$ cat config.mk
export PLATFORM = sky130hd
export DESIGN_NAME = seg_write_guard
export DESIGN_NICKNAME = d
export VERILOG_FILES = /design/src/rtl/segwp_pkg.sv /design/src/rtl/segwp_table.sv /design/src/rtl/segwp_region.sv /design/src/rtl/segwp_report.sv /design/src/rtl/seg_write_guard.sv
export SDC_FILE = /design/constraint.sdc
export NUM_CORES = 1
export LEC_CHECK = 0
export BUFFER_PORTS_ARGS = -buffer_cell sky130_fd_sc_hd__buf_2
export CAP_MARGIN = 10
export CORE_MARGIN = 2
export CORE_UTILIZATION = 45
export DETAILED_ROUTE_END_ITERATION = 7
export HOLD_SLACK_MARGIN = 0.08
export PLACE_DENSITY = 0.68
export SYNTH_ARGS = -nofsm -noshare
export SYNTH_HDL_FRONTEND = slang
export SYNTH_SLANG_ARGS = --single-unit
$ cat constraint.sdc
create_clock -name clk -period 5.3 [get_ports clk]
set_input_delay 1.325 -clock clk [delete_from_list [all_inputs] [get_ports clk]]
set_output_delay 1.325 -clock clk [all_outputs]
set_load 0.01 [all_outputs]
$ cat src/rtl/segwp_pkg.sv
package segwp_pkg;
    typedef enum logic [0:0] {
        RPT_IDLE    = 1'b0,
        RPT_FLAGGED = 1'b1
    } rpt_state_e;

    localparam int unsigned REG_CTRL   = 0;
    localparam int unsigned REG_REGION = 1;
    localparam int unsigned REG_STATUS = 2;
    localparam int unsigned REG_TABLE0 = 4;
    localparam int unsigned FIELD_HI   = 8;
endpackage

$ cat src/rtl/segwp_table.sv
module segwp_table #(
    parameter int IDX_W  = 6,
    parameter int DATA_W = 32,
    parameter int WSEL_W = 3
) (
    input  logic              clk,
    input  logic              rst_n,
    input  logic              wr_en,
    input  logic [WSEL_W-1:0] wr_word,
    input  logic [DATA_W-1:0] wr_data,
    input  logic [WSEL_W-1:0] rd_word,
    output logic [DATA_W-1:0] rd_data,
    input  logic [IDX_W-1:0]  idx,
    output logic              prot
);
    localparam int NSEG   = 1 << IDX_W;
    localparam int NWORDS = (NSEG + DATA_W - 1) / DATA_W;

    logic [DATA_W-1:0]        words [NWORDS];
    logic [NWORDS*DATA_W-1:0] bitmap;

    for (genvar w = 0; w < NWORDS; w++) begin : g_word
        always_ff @(posedge clk or negedge rst_n) begin
            if (!rst_n)
                words[w] <= '0;
            else if (wr_en && wr_word == WSEL_W'(w))
                words[w] <= wr_data;
        end
        assign bitmap[w*DATA_W +: DATA_W] = words[w];
    end

    always_comb begin
        rd_data = '0;
        for (int w = 0; w < NWORDS; w++)
            if (rd_word == WSEL_W'(w))
                rd_data = words[w];
    end

    assign prot = bitmap[idx];
endmodule

$ cat src/rtl/segwp_region.sv
module segwp_region #(
    parameter int IDX_W = 6,
    parameter int KW    = 3
) (
    input  logic [IDX_W-1:0] base,
    input  logic [KW-1:0]    k,
    input  logic [IDX_W-1:0] idx,
    output logic             hit
);
    logic [IDX_W-1:0] keep;

    always_comb begin
        for (int b = 0; b < IDX_W; b++)
            keep[b] = (KW'(b) >= k);
        hit = ((idx ^ base) & keep) == '0;
    end
endmodule

$ cat src/rtl/segwp_report.sv
module segwp_report
    import segwp_pkg::*;
#(
    parameter int IDX_W = 6
) (
    input  logic             clk,
    input  logic             rst_n,
    input  logic             viol,
    input  logic [IDX_W-1:0] viol_idx,
    input  logic             clr,
    output logic             flag,
    output logic             irq,
    output logic [IDX_W-1:0] seg_rec
);
    rpt_state_e st_q, st_d;
    logic       capture;

    always_ff @(posedge clk or negedge rst_n) begin
        if (!rst_n) st_q <= RPT_IDLE;
        else        st_q <= st_d;
    end

    always_comb begin
        st_d = st_q;
        unique case (st_q)
            RPT_IDLE:    if (viol)         st_d = RPT_FLAGGED;
            RPT_FLAGGED: if (clr && !viol) st_d = RPT_IDLE;
            default:                       st_d = RPT_IDLE;
        endcase
    end

    assign capture = viol && (st_q == RPT_IDLE || clr);

    always_ff @(posedge clk or negedge rst_n) begin
        if (!rst_n)       seg_rec <= '0;
        else if (capture) seg_rec <= viol_idx;
    end

    always_comb begin
        flag = (st_q == RPT_FLAGGED);
        irq  = flag;
    end
endmodule

$ cat src/rtl/seg_write_guard.sv
module seg_write_guard
    import segwp_pkg::*;
#(
    parameter int ADDR_W = 22,
    parameter int SEG_W  = 16,
    parameter int DATA_W = 32,
    parameter int REG_AW = 3
) (
    input  logic              clk,
    input  logic              rst_n,
    input  logic              supervisor,
    input  logic              cpu_wr,
    input  logic [ADDR_W-1:0] cpu_addr,
    output logic              mem_wr_en,
    input  logic              reg_we,
    input  logic [REG_AW-1:0] reg_addr,
    input  logic [DATA_W-1:0] reg_wdata,
    output logic [DATA_W-1:0] reg_rdata,
    output logic              irq
);
    localparam int IDX_W = ADDR_W - SEG_W;
    localparam int KW    = $clog2(IDX_W + 1);

    logic [IDX_W-1:0]  seg_idx;
    logic              trap_mode, mask_mode;
    logic [IDX_W-1:0]  base_q;
    logic [KW-1:0]     k_q;
    logic              tbl_prot, rgn_prot, seg_prot;
    logic              cfg_wr, tbl_wr, clr, viol, flag;
    logic [IDX_W-1:0]  seg_rec;
    logic [REG_AW-1:0] wsel;
    logic [DATA_W-1:0] tbl_rd;
    logic              unused_bits;

    assign seg_idx     = cpu_addr[ADDR_W-1 -: IDX_W];
    assign unused_bits = ^{cpu_addr[SEG_W-1:0], reg_wdata};

    assign cfg_wr = reg_we && supervisor;
    assign tbl_wr = cfg_wr && (reg_addr >= REG_AW'(REG_TABLE0));
    assign wsel   = reg_addr - REG_AW'(REG_TABLE0);
    assign clr    = cfg_wr && (reg_addr == REG_AW'(REG_STATUS)) && reg_wdata[0];

    always_ff @(posedge clk or negedge rst_n) begin
        if (!rst_n) begin
            trap_mode <= 1'b1;
            mask_mode <= 1'b0;
        end else if (cfg_wr && reg_addr == REG_AW'(REG_CTRL)) begin
            trap_mode <= reg_wdata[0];
            mask_mode <= reg_wdata[1];
        end
    end

    always_ff @(posedge clk or negedge rst_n) begin
        if (!rst_n) begin
            base_q <= '0;
            k_q    <= '0;
        end else if (cfg_wr && reg_addr == REG_AW'(REG_REGION)) begin
            base_q <= reg_wdata[IDX_W-1:0];
            k_q    <= reg_wdata[FIELD_HI +: KW];
        end
    end

    segwp_table #(.IDX_W(IDX_W), .DATA_W(DATA_W), .WSEL_W(REG_AW)) u_table (
        .clk     (clk),
        .rst_n   (rst_n),
        .wr_en   (tbl_wr),
        .wr_word (wsel),
        .wr_data (reg_wdata),
        .rd_word (wsel),
        .rd_data (tbl_rd),
        .idx     (seg_idx),
        .prot    (tbl_prot)
    );

    segwp_region #(.IDX_W(IDX_W), .KW(KW)) u_region (
        .base (base_q),
        .k    (k_q),
        .idx  (seg_idx),
        .hit  (rgn_prot)
    );

    assign seg_prot  = mask_mode ? rgn_prot : tbl_prot;
    assign mem_wr_en = cpu_wr && !seg_prot;
    assign viol      = cpu_wr && seg_prot && trap_mode;

    segwp_report #(.IDX_W(IDX_W)) u_report (
        .clk      (clk),
        .rst_n    (rst_n),
        .viol     (viol),
        .viol_idx (seg_idx),
        .clr      (clr),
        .flag     (flag),
        .irq      (irq),
        .seg_rec  (seg_rec)
    );

    always_comb begin
        reg_rdata = '0;
        if (reg_addr == REG_AW'(REG_CTRL)) begin
            reg_rdata[0] = trap_mode;
            reg_rdata[1] = mask_mode;
        end else if (reg_addr == REG_AW'(REG_REGION)) begin
            reg_rdata[IDX_W-1:0]     = base_q;
            reg_rdata[FIELD_HI +: KW] = k_q;
        end else if (reg_addr == REG_AW'(REG_STATUS)) begin
            reg_rdata[0]                 = flag;
            reg_rdata[FIELD_HI +: IDX_W] = seg_rec;
        end else if (reg_addr >= REG_AW'(REG_TABLE0)) begin
            reg_rdata = tbl_rd;
        end
    end
endmodule

After elaboration in Yosys (flattened, before gate mapping):

Cells that the tools add are included.

* register bits: 82
* bits of input ports: 62

* $add $sub $neg: 1
* $lt $le $gt $ge: 8
* eq/ne operators: 3
* mux-type cells: 19
* bitwise gates (word level): 3
* reductions and logical operators: 19

Operators with widths (count)
* $mux 32: 3
* $mux 30: 1
* $mux 21: 1
* $mux 18: 1
* $logic_and 1x1->1: 13
* $mux 6: 2
* $lt 6x7->1 const B: 1
* $mux 7: 1
* $and 6x6->6: 1
* $bmux 1 s6: 1
* $eq 3x1->1 const B: 2
* $ge 1x3->1 const A: 2
* $ge 2x3->1 const A: 2
* $ge 3x3->1 const A: 2
* $logic_not 3->1: 2
* $logic_not 6->1: 1
* $xor 6x6->6: 1
* $mux 1: 5
* $mux 2: 2
* $eq 3x2->1 const B: 1
* $ge 3x3->1 const B: 1
* $mux 3: 1
* $sub 3x3->3 const B: 1
* $logic_not 1->1: 2
* other kinds (3): 3

Depth between registers and ports, before layout:

* depth in word-level cells: 10
* gate-level depth with buffers: 8

By module:

From an unflattened synthesis, not the netlist that was laid out.

* cells, all modules: 349
* area total of the unflattened synthesis: 4565.6 µm²

By module, submodules not included
* segwp_table: times used 1, cells an instance 217, area each 3296.9 µm²
* seg_write_guard: times used 1, cells an instance 100, area each 859.6 µm²
* segwp_report: times used 1, cells an instance 17, area each 305.3 µm²
* segwp_region: times used 1, cells an instance 15, area each 103.8 µm²

Worst setup path after synthesis:

No wires, ideal clock.

* kind: input -> output
* from: input port cpu_addr[18]
* to: output port mem_wr_en
* arrival time: 2946 ps
* path slack: 1029 ps
* cell stages on the path: 6
* buffers on the path: 1
* cells stage by stage: buf_6 mux4_2 mux4_2 and3_4 nor3_1 o21a_1

* cells in the longest elaborated chain, start to end: 6

Ends and longest elaborated chain
* start, declared: RTL line seg_write_guard.sv:13 `input logic [ADDR_W-1:0] cpu_addr,`
* parallel branches: the longest is 3 deep, another holds $bmux 1 s6
* $mux 1 (*): RTL line seg_write_guard.sv:82 `assign seg_prot = mask_mode ? rgn_prot : tbl_prot;`
* $logic_not 1->1 (*): RTL line seg_write_guard.sv:83 `assign mem_wr_en = cpu_wr && !seg_prot;`
* $logic_and 1x1->1 (*): RTL line seg_write_guard.sv:83
* end, declared: RTL line seg_write_guard.sv:14 `output logic mem_wr_en,`

Every way passes the cells marked *. The select of a mux whose other input is x is not followed.

Worst setup path in the final report:

Same ends and word-level chain as after synthesis.

==> metrics <==
Setup Viol. Count Final 0; GRT Residual Overflow 0; Rows 36; Yosys top cell by area dfrtp_1; CTS resizes 0; Power Dens Cells 358 nW/um2; Post-Synthesis Cells 367; ant diodes 0; VDD IR max 0.000166 V; top cells by count, synth dfrtp_1 (81), mux2_2 (79), mux2i_1 (47); core area 9680 um2; # IOs 96; asr flop ratio synth 100%; largest cells by area after synthesis dfrtp_1 (46%), mux2_2 (20%), mux2i_1 (11%); Die Width 103 um; Multi-input gate area 2270 um2; Worst Path Arrival 3.49 ns; Worst Tran Pin Value 1.05 ns; Yosys warnings 0; DR iter-0 viols 172; RSZ-0062 raised after global routing no; area share of the largest cell type after synthesis 45.7%; fin. max-slew vios 0; CTS root buf clkbuf_8; Peak Freq 208 MHz; Setup Buffers After CTS 0; clk slew on worst S/H paths 0.08 ns; Final Hold Fails 0; layout cells sized above 1 42.8%; CTS tree yes; Final Cycle Share 90.8%; EDFF count, synth 0; Starting Density 45.8%; status finished clean; crit path time final 4.81 ns; critical path capture point type output port; Worst Path Required 3.97 ns; Max Root-Sink Buffers 2; CTS buffer count 9; Post-Syn Area 4440 um2; Most used DFF post-synth dfrtp_1; Wirelength per Cell 19.4 um; Max FO, Critical Path 21; WS Path Type in2out; largest net degree at the start of global routing 83; drt via density 5.66; Final ANT Viol Nets 0; global placer's final weighted congestion 0.882; TritonRoute pass-1 iters 5; die area 10700 um2; clock sinks 82; post-detail-place hpwl 7840 um; worst-skew pair later-pin latency 0.35 ns; fill cell count 879; sequential share of the synthesized area 46.3%; number of I/O port buffers 79; die height 103 um; Vias 3257; GRT Total Usage 21.9%; setup_tns 0 ns; Lkg Pwr 2.38 nW; max cap viols 0; Critical Path Source Type input pin; Residual DRC 0; synthesis-stage register bit count 82; min-delay worst type reg2reg; Clock Skew 0.0146 ns; flip-flop and latch area 2050 um2; first-pass GRT wire length 17400 um; most common cell in the netlist dfrtp_1; Distinct cells, synth 37; Layout area overhead 15.7%; Mapped Avg Cell Area 12.1 um2; Pwr Total 1.84 mW; layout net count 499; Mapped Nets 429; hold_buf cts 0; antenna violations before repair 0; Slew HR 30.3%; overall routed net length 11200 um; H-tree depth 3; number of global-route vias before repair 3160
-- worst paths after layout --
path                                            startpoint                         endpoint  slack [ns]  cells past startpoint
setup / recovery                              cpu_addr[18]                        mem_wr_en        0.49                      9
hold / removal             u_report.seg_rec[1]$_DFFE_PN0P_  u_report.seg_rec[1]$_DFFE_PN0P_        0.52                      1
max in group asynchronous                            rst_n    u_table.bitmap[8]$_DFFE_PN0P_        3.46                      1
hold reg to reg            u_report.seg_rec[1]$_DFFE_PN0P_  u_report.seg_rec[1]$_DFFE_PN0P_        0.52                      1
setup reg to reg            u_table.bitmap[10]$_DFFE_PN0P_  u_report.seg_rec[0]$_DFFE_PN0P_        2.90                      5
min in group asynchronous                            rst_n   u_table.bitmap[36]$_DFFE_PN0P_        1.14                      1
-- cell usage in the layout (no fill, tap or decap), types with 4 or more instances in the layout --
cell type	instances
a22oi_1	18
o21ai_0	7
xnor2_1	6
mux4_2	4
nor2_1	27
buf_2	78
nand2_1	11
buf_4	4
mux2_2	79
nor2b_1	8
mux2i_1	47
nand3_1	11
inv_1	5
clkbuf_8	9
mux2_4	4
o22ai_1	6
dfrtp_1	81
-- sequential cells by signal, summed over array words and instances, names as in the netlist --
register,cells
u_table.bitmap,64
base_q,6
k_q,3
trap_mode,1
u_report.seg_rec,6
u_report.flag,1
mask_mode,1
-- cell type report --
class | instances | area share [%]
multi-input combinational | 256 | 44.3
sequential | 82 | 40.0
timing repair buffer | 83 | 8.58
tap | 133 | 3.24
clock buffer | 12 | 2.63
clock inverter | 4 | 0.877
inverter | 5 | 0.366
-- where the power goes --
| group | switching [mW] | internal [mW] |
|---|---|---|
| logic | 0.211 | 0.268 |
| registers | 0.136 | 0.787 |
| clock network | 0.222 | 0.216 |
-- stage by stage --
step / instance area (um2) / instances / setup slack (ns) / util [%] / hold WS (ns)
final: 5130 / 575 / 0.488 / 53.0 / 0.521
after floorplan: 4440 / 367 / 1.03 / - / 0.483
after global placement: 4950 / 559 / 0.522 / 51.1 / 0.498
after detailed placement: 4950 / 559 / 0.506 / 51.1 / 0.501
after global routing: 5130 / 575 / 0.379 / 53.0 / 0.532
after CTS: 5130 / 575 / 0.502 / 53.0 / 0.523
-- cells by family after synthesis --
group / count (synthesis) / synth area share [%]
AOI/OAI and AO/OA: 45 / 7.33
xor gates and xnor gates: 6 / 1.18
buffers and inverters: 29 / 2.68
DFF: 82 / 46.3
muxes: 136 / 35.2
and+or+nand+nor: 69 / 7.30
-- critical path: stages --
cell	delay [ns]
buf_2	0.28
buf_4	0.41
mux2i_1	0.30
a22oi_1	0.13
a31oi_1	0.19
nand3_1	0.18
nor3_1	0.32
o21a_1	0.18
buf_2	0.14
-- metal layers --
metal | routed length, um | track usage (%) | part of all wire (%) | vias to the layer above
met3 | 630 | 4.77 | 5.6 | 12
met1 | 5130 | 31.4 | 46 | 1641
met5 | 0 | 0 | 0 | -
met4 | 135 | 5.16 | 1.2 | 0
li1 | - | - | - | 1489
met2 | 5260 | 34.5 | 47 | 115
Note: power is estimated with default switching activity, not from simulation.
